`config.mk`:
```
export PLATFORM = sky130hd
export DESIGN_NAME = lvd_ctrl_reg
export DESIGN_NICKNAME = d
export VERILOG_FILES = /design/src/rtl/lvd_ctrl_reg.sv
export SDC_FILE = /design/constraint.sdc
export NUM_CORES = 1
export LEC_CHECK = 0
export BUFFER_PORTS_ARGS = -buffer_cell sky130_fd_sc_hd__buf_2
export CAP_MARGIN = 20
export CORE_AREA = 2 2 39 41
export DETAILED_ROUTE_END_ITERATION = 12
export DIE_AREA = 0 0 41 43
export HOLD_SLACK_MARGIN = 0.03
export SYNTH_ARGS = -nofsm -noshare
export SYNTH_HDL_FRONTEND = slang
export SYNTH_SLANG_ARGS = --single-unit
```
`constraint.sdc`:
```
create_clock -name clk_i -period 1 [get_ports clk_i]
set_input_delay 0.2 -clock clk_i [delete_from_list [all_inputs] [get_ports clk_i]]
set_output_delay 0.2 -clock clk_i [all_outputs]
set_load 0.005 [all_outputs]
```
`src/rtl/lvd_ctrl_reg.sv`:
```
module lvd_ctrl_reg #(
  parameter int W        = 8,
  parameter int FLAG_BIT = 7,
  parameter int ACK_BIT  = 6,
  parameter int IE_BIT   = 2,
  parameter int SAFE_BIT = 1,
  parameter int RE_BIT   = 0
) (
  input  logic         clk_i,
  input  logic         por_i,
  input  logic         rst_i,
  input  logic         lv_det_i,
  input  logic         det_en_i,
  input  logic         below_rearm_i,
  input  logic         stop_i,
  input  logic         wake_req_i,
  input  logic         wr_i,
  input  logic [W-1:0] wmask_i,
  input  logic [W-1:0] wdata_i,
  output logic [W-1:0] rdata_o,
  output logic         irq_o,
  output logic         rst_req_o,
  output logic         wake_blk_o,
  output logic         wake_o
);

  logic flag_q, ie_q, safe_q, re_q;
  logic lk_safe_q, lk_re_q;

  wire set_c  = det_en_i & lv_det_i;
  wire ack_c  = wr_i & wmask_i[ACK_BIT] & wdata_i[ACK_BIT];
  wire wr_ie   = wr_i & wmask_i[IE_BIT];
  wire wr_safe = wr_i & wmask_i[SAFE_BIT] & ~lk_safe_q;
  wire wr_re   = wr_i & wmask_i[RE_BIT] & ~lk_re_q;

  always_ff @(posedge clk_i) begin
    if (por_i) begin
      flag_q    <= 1'b0;
      ie_q      <= 1'b0;
      safe_q    <= 1'b0;
      re_q      <= 1'b1;
      lk_safe_q <= 1'b0;
      lk_re_q   <= 1'b0;
    end else if (rst_i) begin
      flag_q    <= 1'b0;
      ie_q      <= 1'b0;
      safe_q    <= 1'b0;
      lk_safe_q <= 1'b0;
      lk_re_q   <= 1'b0;
    end else begin
      if (set_c)      flag_q <= 1'b1;
      else if (ack_c) flag_q <= 1'b0;
      if (wr_ie) ie_q <= wdata_i[IE_BIT];
      if (wr_safe) begin
        safe_q    <= wdata_i[SAFE_BIT];
        lk_safe_q <= 1'b1;
      end
      if (wr_re) begin
        re_q    <= wdata_i[RE_BIT];
        lk_re_q <= 1'b1;
      end
    end
  end

  always_comb begin
    rdata_o           = '0;
    rdata_o[FLAG_BIT] = flag_q;
    rdata_o[IE_BIT]   = ie_q;
    rdata_o[SAFE_BIT] = safe_q;
    rdata_o[RE_BIT]   = re_q;
  end

  assign irq_o      = ie_q & flag_q;
  assign rst_req_o  = re_q & flag_q;
  assign wake_blk_o = safe_q & stop_i & below_rearm_i;
  assign wake_o     = wake_req_i & ~wake_blk_o;


  flag_set_chk: assert property (@(posedge clk_i) disable iff (por_i || rst_i)
    (det_en_i && lv_det_i) |=> rdata_o[FLAG_BIT]);


  flag_no_spurious_chk: assert property (@(posedge clk_i) disable iff (por_i || rst_i)
    (!rdata_o[FLAG_BIT] && !(det_en_i && lv_det_i)) |=> !rdata_o[FLAG_BIT]);


  flag_ack_chk: assert property (@(posedge clk_i) disable iff (por_i || rst_i)
    (wr_i && wmask_i[ACK_BIT] && wdata_i[ACK_BIT] && !(det_en_i && lv_det_i))
    |=> !rdata_o[FLAG_BIT]);


  safe_once_chk: assert property (@(posedge clk_i) disable iff (por_i || rst_i)
    (lk_safe_q && wr_i && wmask_i[SAFE_BIT]) |=> $stable(rdata_o[SAFE_BIT]));


  re_once_chk: assert property (@(posedge clk_i) disable iff (por_i || rst_i)
    (lk_re_q && wr_i && wmask_i[RE_BIT]) |=> $stable(rdata_o[RE_BIT]));


  por_init_chk: assert property (@(posedge clk_i) disable iff (rst_i)
    por_i |=> (rdata_o == W'(1) << RE_BIT));


  rst_keeps_re_chk: assert property (@(posedge clk_i) disable iff (por_i)
    rst_i |=> ($stable(rdata_o[RE_BIT]) && !rdata_o[FLAG_BIT] && !irq_o));


  zero_bits_chk: assert property (@(posedge clk_i) disable iff (por_i || rst_i)
    rdata_o[ACK_BIT:IE_BIT+1] == '0);

endmodule

```
==> key figures <==
STA
  – Setup skew after layout: 0.000193 ns
  – Fin. max-slew vios: 0
  – Final clock period utilization by the worst path: 1.09
  – RSZ-0062 raised after global routing: true
  – Tmin final: 1.09 ns
  – Setup slack after layout: -0.0893 ns
  – Fmax: 0.918 GHz
  – Total count of hold-check failures in the final report: 0
  – Final setup violation count: 4

GRT
  – Global-route wire length before repair: 1090 um
  – Total gr overflow: 0
  – Via count of the first global-routing pass: 284
  – Global Route Usage Sum: 0.0984
  – Initial antenna violation count: 0
  – Pin count of the biggest net entering global routing: 9

Routing
  – DRC viols: 0
  – Via density per instance: 4.38
  – Final ANT Viol Nets: 0
  – Pre-antenna DRT Iters: 4
  – Routed wirelength normalized by instance count: 9.10 um
  – Starting DRC count in detailed routing: 4
  – Via total after detailed routing: 337
  – Final wirelength: 701 um

Die
  – Site Rows: 14
  – Overall die width: 41 um
  – Placeable core region: 0.00138 mm2
  – Height of the die: 43 um
  – Number of I/O pins: 37
  – Effective utilization at floorplan: 0.252
  – Die area: 0.00176 mm2

Final layout
  – Final core area utilization: 0.361
  – Area growth, synth to finish: 43.0%
  – Area taken by flip-flops and latches: 125 um2
  – Finished layout cell area: 499 um2
  – Share of final-layout standard cells stronger than drive strength 1: 0.607
  – Total area of multi-input combinational cells: 185 um2
  – Antenna diode count: 0
  – Filler cell count in the final layout: 148
  – Nets: 88

Yosys
  – Netlist area before placement: 349 um2
  – Register bit count reported by yosys: 6
  – Synthesized instance count: 39
  – Count of yosys warnings during synthesis: 0
  – Count of distinct cell types in the synthesized netlist: 19
  – Portion of the post-synthesis area used by sequential elements: 0.344
  – Per-instance average area after synthesis: 8.95 um2

Clock tree
  – Worst-Skew Late Latency: 0.24 ns
  – Clock tree from TritonCTS: done
  – CTS H-tree depth: 1
  – Total clock sinks: 6
  – Count of hold-fix buffers inserted at cts: 0
  – Clock-pin slew of the registers on the worst-case setup and hold paths: 0.04 ns
  – CTS Buf Count: 3
  – Clock Tree Root: sky130_fd_sc_hd__clkbuf_4
  – Clock tree buffer depth: 2

Placement
  – Pre-CTS worst setup slack: 0.0589 ns
  – Post-detail-place hpwl: 556 um
  – Final weighted congestion in routability-driven placement: 0.647
  – Total of buffers placed on input and output ports: 24
  – Cell area after placement: 435 um2

Setup path
  – Required @ worst endpoint: 0.80 ns
  – Largest fanout on the critical path: 2
  – Startpoint class of the critical path: flip-flop
  – Setup Crit Path Kind: flip-flop to output pin
  – Worst endpoint data arrival time: 0.89 ns
  – Worst setup EP type: output pin

Outcome
  – Result of the run: complete, but fails checks
  – Failing checks: negative setup slack

Pwr
  – Static power due to leakage: 0.241 nW
  – IR Drop Worst-Case VDD: 0.448 mV
  – Power per Cell Area: 1120 mW/mm2
  – Final Total Pwr: 560 uW

Worst hold path
  – Hold Path Class: input pin to flip-flop

Job
  – Max-capacitance violation count: 0
[worst max-delay path: stages, from the launching register on]
cell and delay (ns):
sky130_fd_sc_hd__dfxtp_2 0.31, sky130_fd_sc_hd__and3_4 0.14, sky130_fd_sc_hd__nor2b_1 0.09, sky130_fd_sc_hd__buf_2 0.11
[kinds of logic (layout without fill, tap and decap cells)]
group / Yosys count / in the layout / share of synthesized area
AND/OR/NAND/NOR: 16 / 16 / 0.297
AO/OA/AOI/OAI: 5 / 5 / 0.100
flip-flops: 6 / 6 / 0.344
buffers and inverters: 9 / 28 / 0.186
multiplexers: 2 / 2 / 0.0609
other: 1 / 4 / 0.0107
[worst paths after layout]
kind / from / to / slack (ns) / cells after the start
min: lv_det_i / flag_q$_SDFFE_PP0P_ / 0.20 / 2
max: safe_q$_SDFFE_PP0P_ / wake_o / -0.09 / 3
max reg2reg: safe_q$_SDFFE_PP0P_ / safe_q$_SDFFE_PP0P_ / 0.07 / 3
min reg2reg: lk_safe_q$_SDFFE_PP0P_ / lk_safe_q$_SDFFE_PP0P_ / 0.51 / 2
[Yosys cell counts]
library cell               count  area [um2]
sky130_fd_sc_hd__dfxtp_1       6         120
sky130_fd_sc_hd__mux2_2        1        11.3
sky130_fd_sc_hd__nor2b_1       1        6.26
sky130_fd_sc_hd__nor4bb_2      1        16.3
sky130_fd_sc_hd__nand3_1       1        5.00
sky130_fd_sc_hd__and3_1        2        12.5
sky130_fd_sc_hd__buf_2         1        5.00
sky130_fd_sc_hd__buf_4         8        60.1
sky130_fd_sc_hd__nor2_1        3        11.3
sky130_fd_sc_hd__nor3_1        2        10.0
sky130_fd_sc_hd__a21oi_1       2        10.0
sky130_fd_sc_hd__and2_1        2        12.5
sky130_fd_sc_hd__nor3b_1       3        22.5
sky130_fd_sc_hd__a32o_1        1        10.0
sky130_fd_sc_hd__conb_1        1        3.75
sky130_fd_sc_hd__a21boi_0      1        7.51
sky130_fd_sc_hd__mux2i_1       1        10.0
sky130_fd_sc_hd__o21a_1        1        7.51
sky130_fd_sc_hd__nand3b_1      1        7.51
[layout by cell type, fill, tap and decap left out, drive strengths merged]
| master | n |
|---|---|
| and2 | 2 |
| a21boi | 1 |
| nor3b | 3 |
| o21a | 1 |
| and3 | 2 |
| conb | 4 |
| mux2i | 1 |
| mux2 | 1 |
| dfxtp | 6 |
| nor2 | 3 |
| nand3b | 1 |
| clkbuf | 3 |
| a32o | 1 |
| nor2b | 1 |
| a21oi | 2 |
| nand3 | 1 |
| buf | 25 |
| nor3 | 2 |
| nor4bb | 1 |
[sequential cells by signal, indices dropped and copies added, names as in the netlist]
| name | flops |
|---|---|
| safe_q | 1 |
| lk_re_q | 1 |
| flag_q | 1 |
| ie_q | 1 |
| lk_safe_q | 1 |
| re_q | 1 |
[area by class of cell]
type                       count  share of cell area
tap                           16              0.0401
sequential                     6               0.251
clock buffer                   3              0.0451
multi-input combinational     27               0.371
timing repair buffer          25               0.293
[through the flow]
step | cells | TNS [ns] | hold WS (ns)
6_report | 77 | -0.134 | 0.203
5_1_grt | 77 | -0.370 | 0.203
4_1_cts | 76 | -0.189 | 0.198
3_5_place_dp | 73 | 0 | 0.444
3_3_place_gp | 73 | 0 | 0.449
2_1_floorplan | 42 | 0 | 0.279
[report_power, final]
group          total, mW  internal [mW]  switching [mW]  leakage, nW
Sequential         0.253          0.249         0.00476       0.0498
Combinational     0.0874         0.0503          0.0371        0.177
Clock              0.219          0.135          0.0832       0.0138
Total              0.560          0.434           0.125        0.241
[routing by layer]
| metal | track usage | part of all wire | up-vias |
|---|---|---|---|
| li1 | - | - | 168 |
| met1 | 0.0932 | 0.41 | 150 |
| met2 | 0.141 | 0.48 | 19 |
| met3 | 0.0785 | 0.10 | 0 |
| met4 | 0.0600 | 0 | 0 |
| met5 | 0 | 0 | - |
[repair_timing]
item	4_1_cts	5_1_grt
gates resized for setup	5	5
endpoints found under the setup margin	4	4
setup buffers	0	1
pin swaps	2	0
No activity file was read; power rests on OpenSTA's default activity.
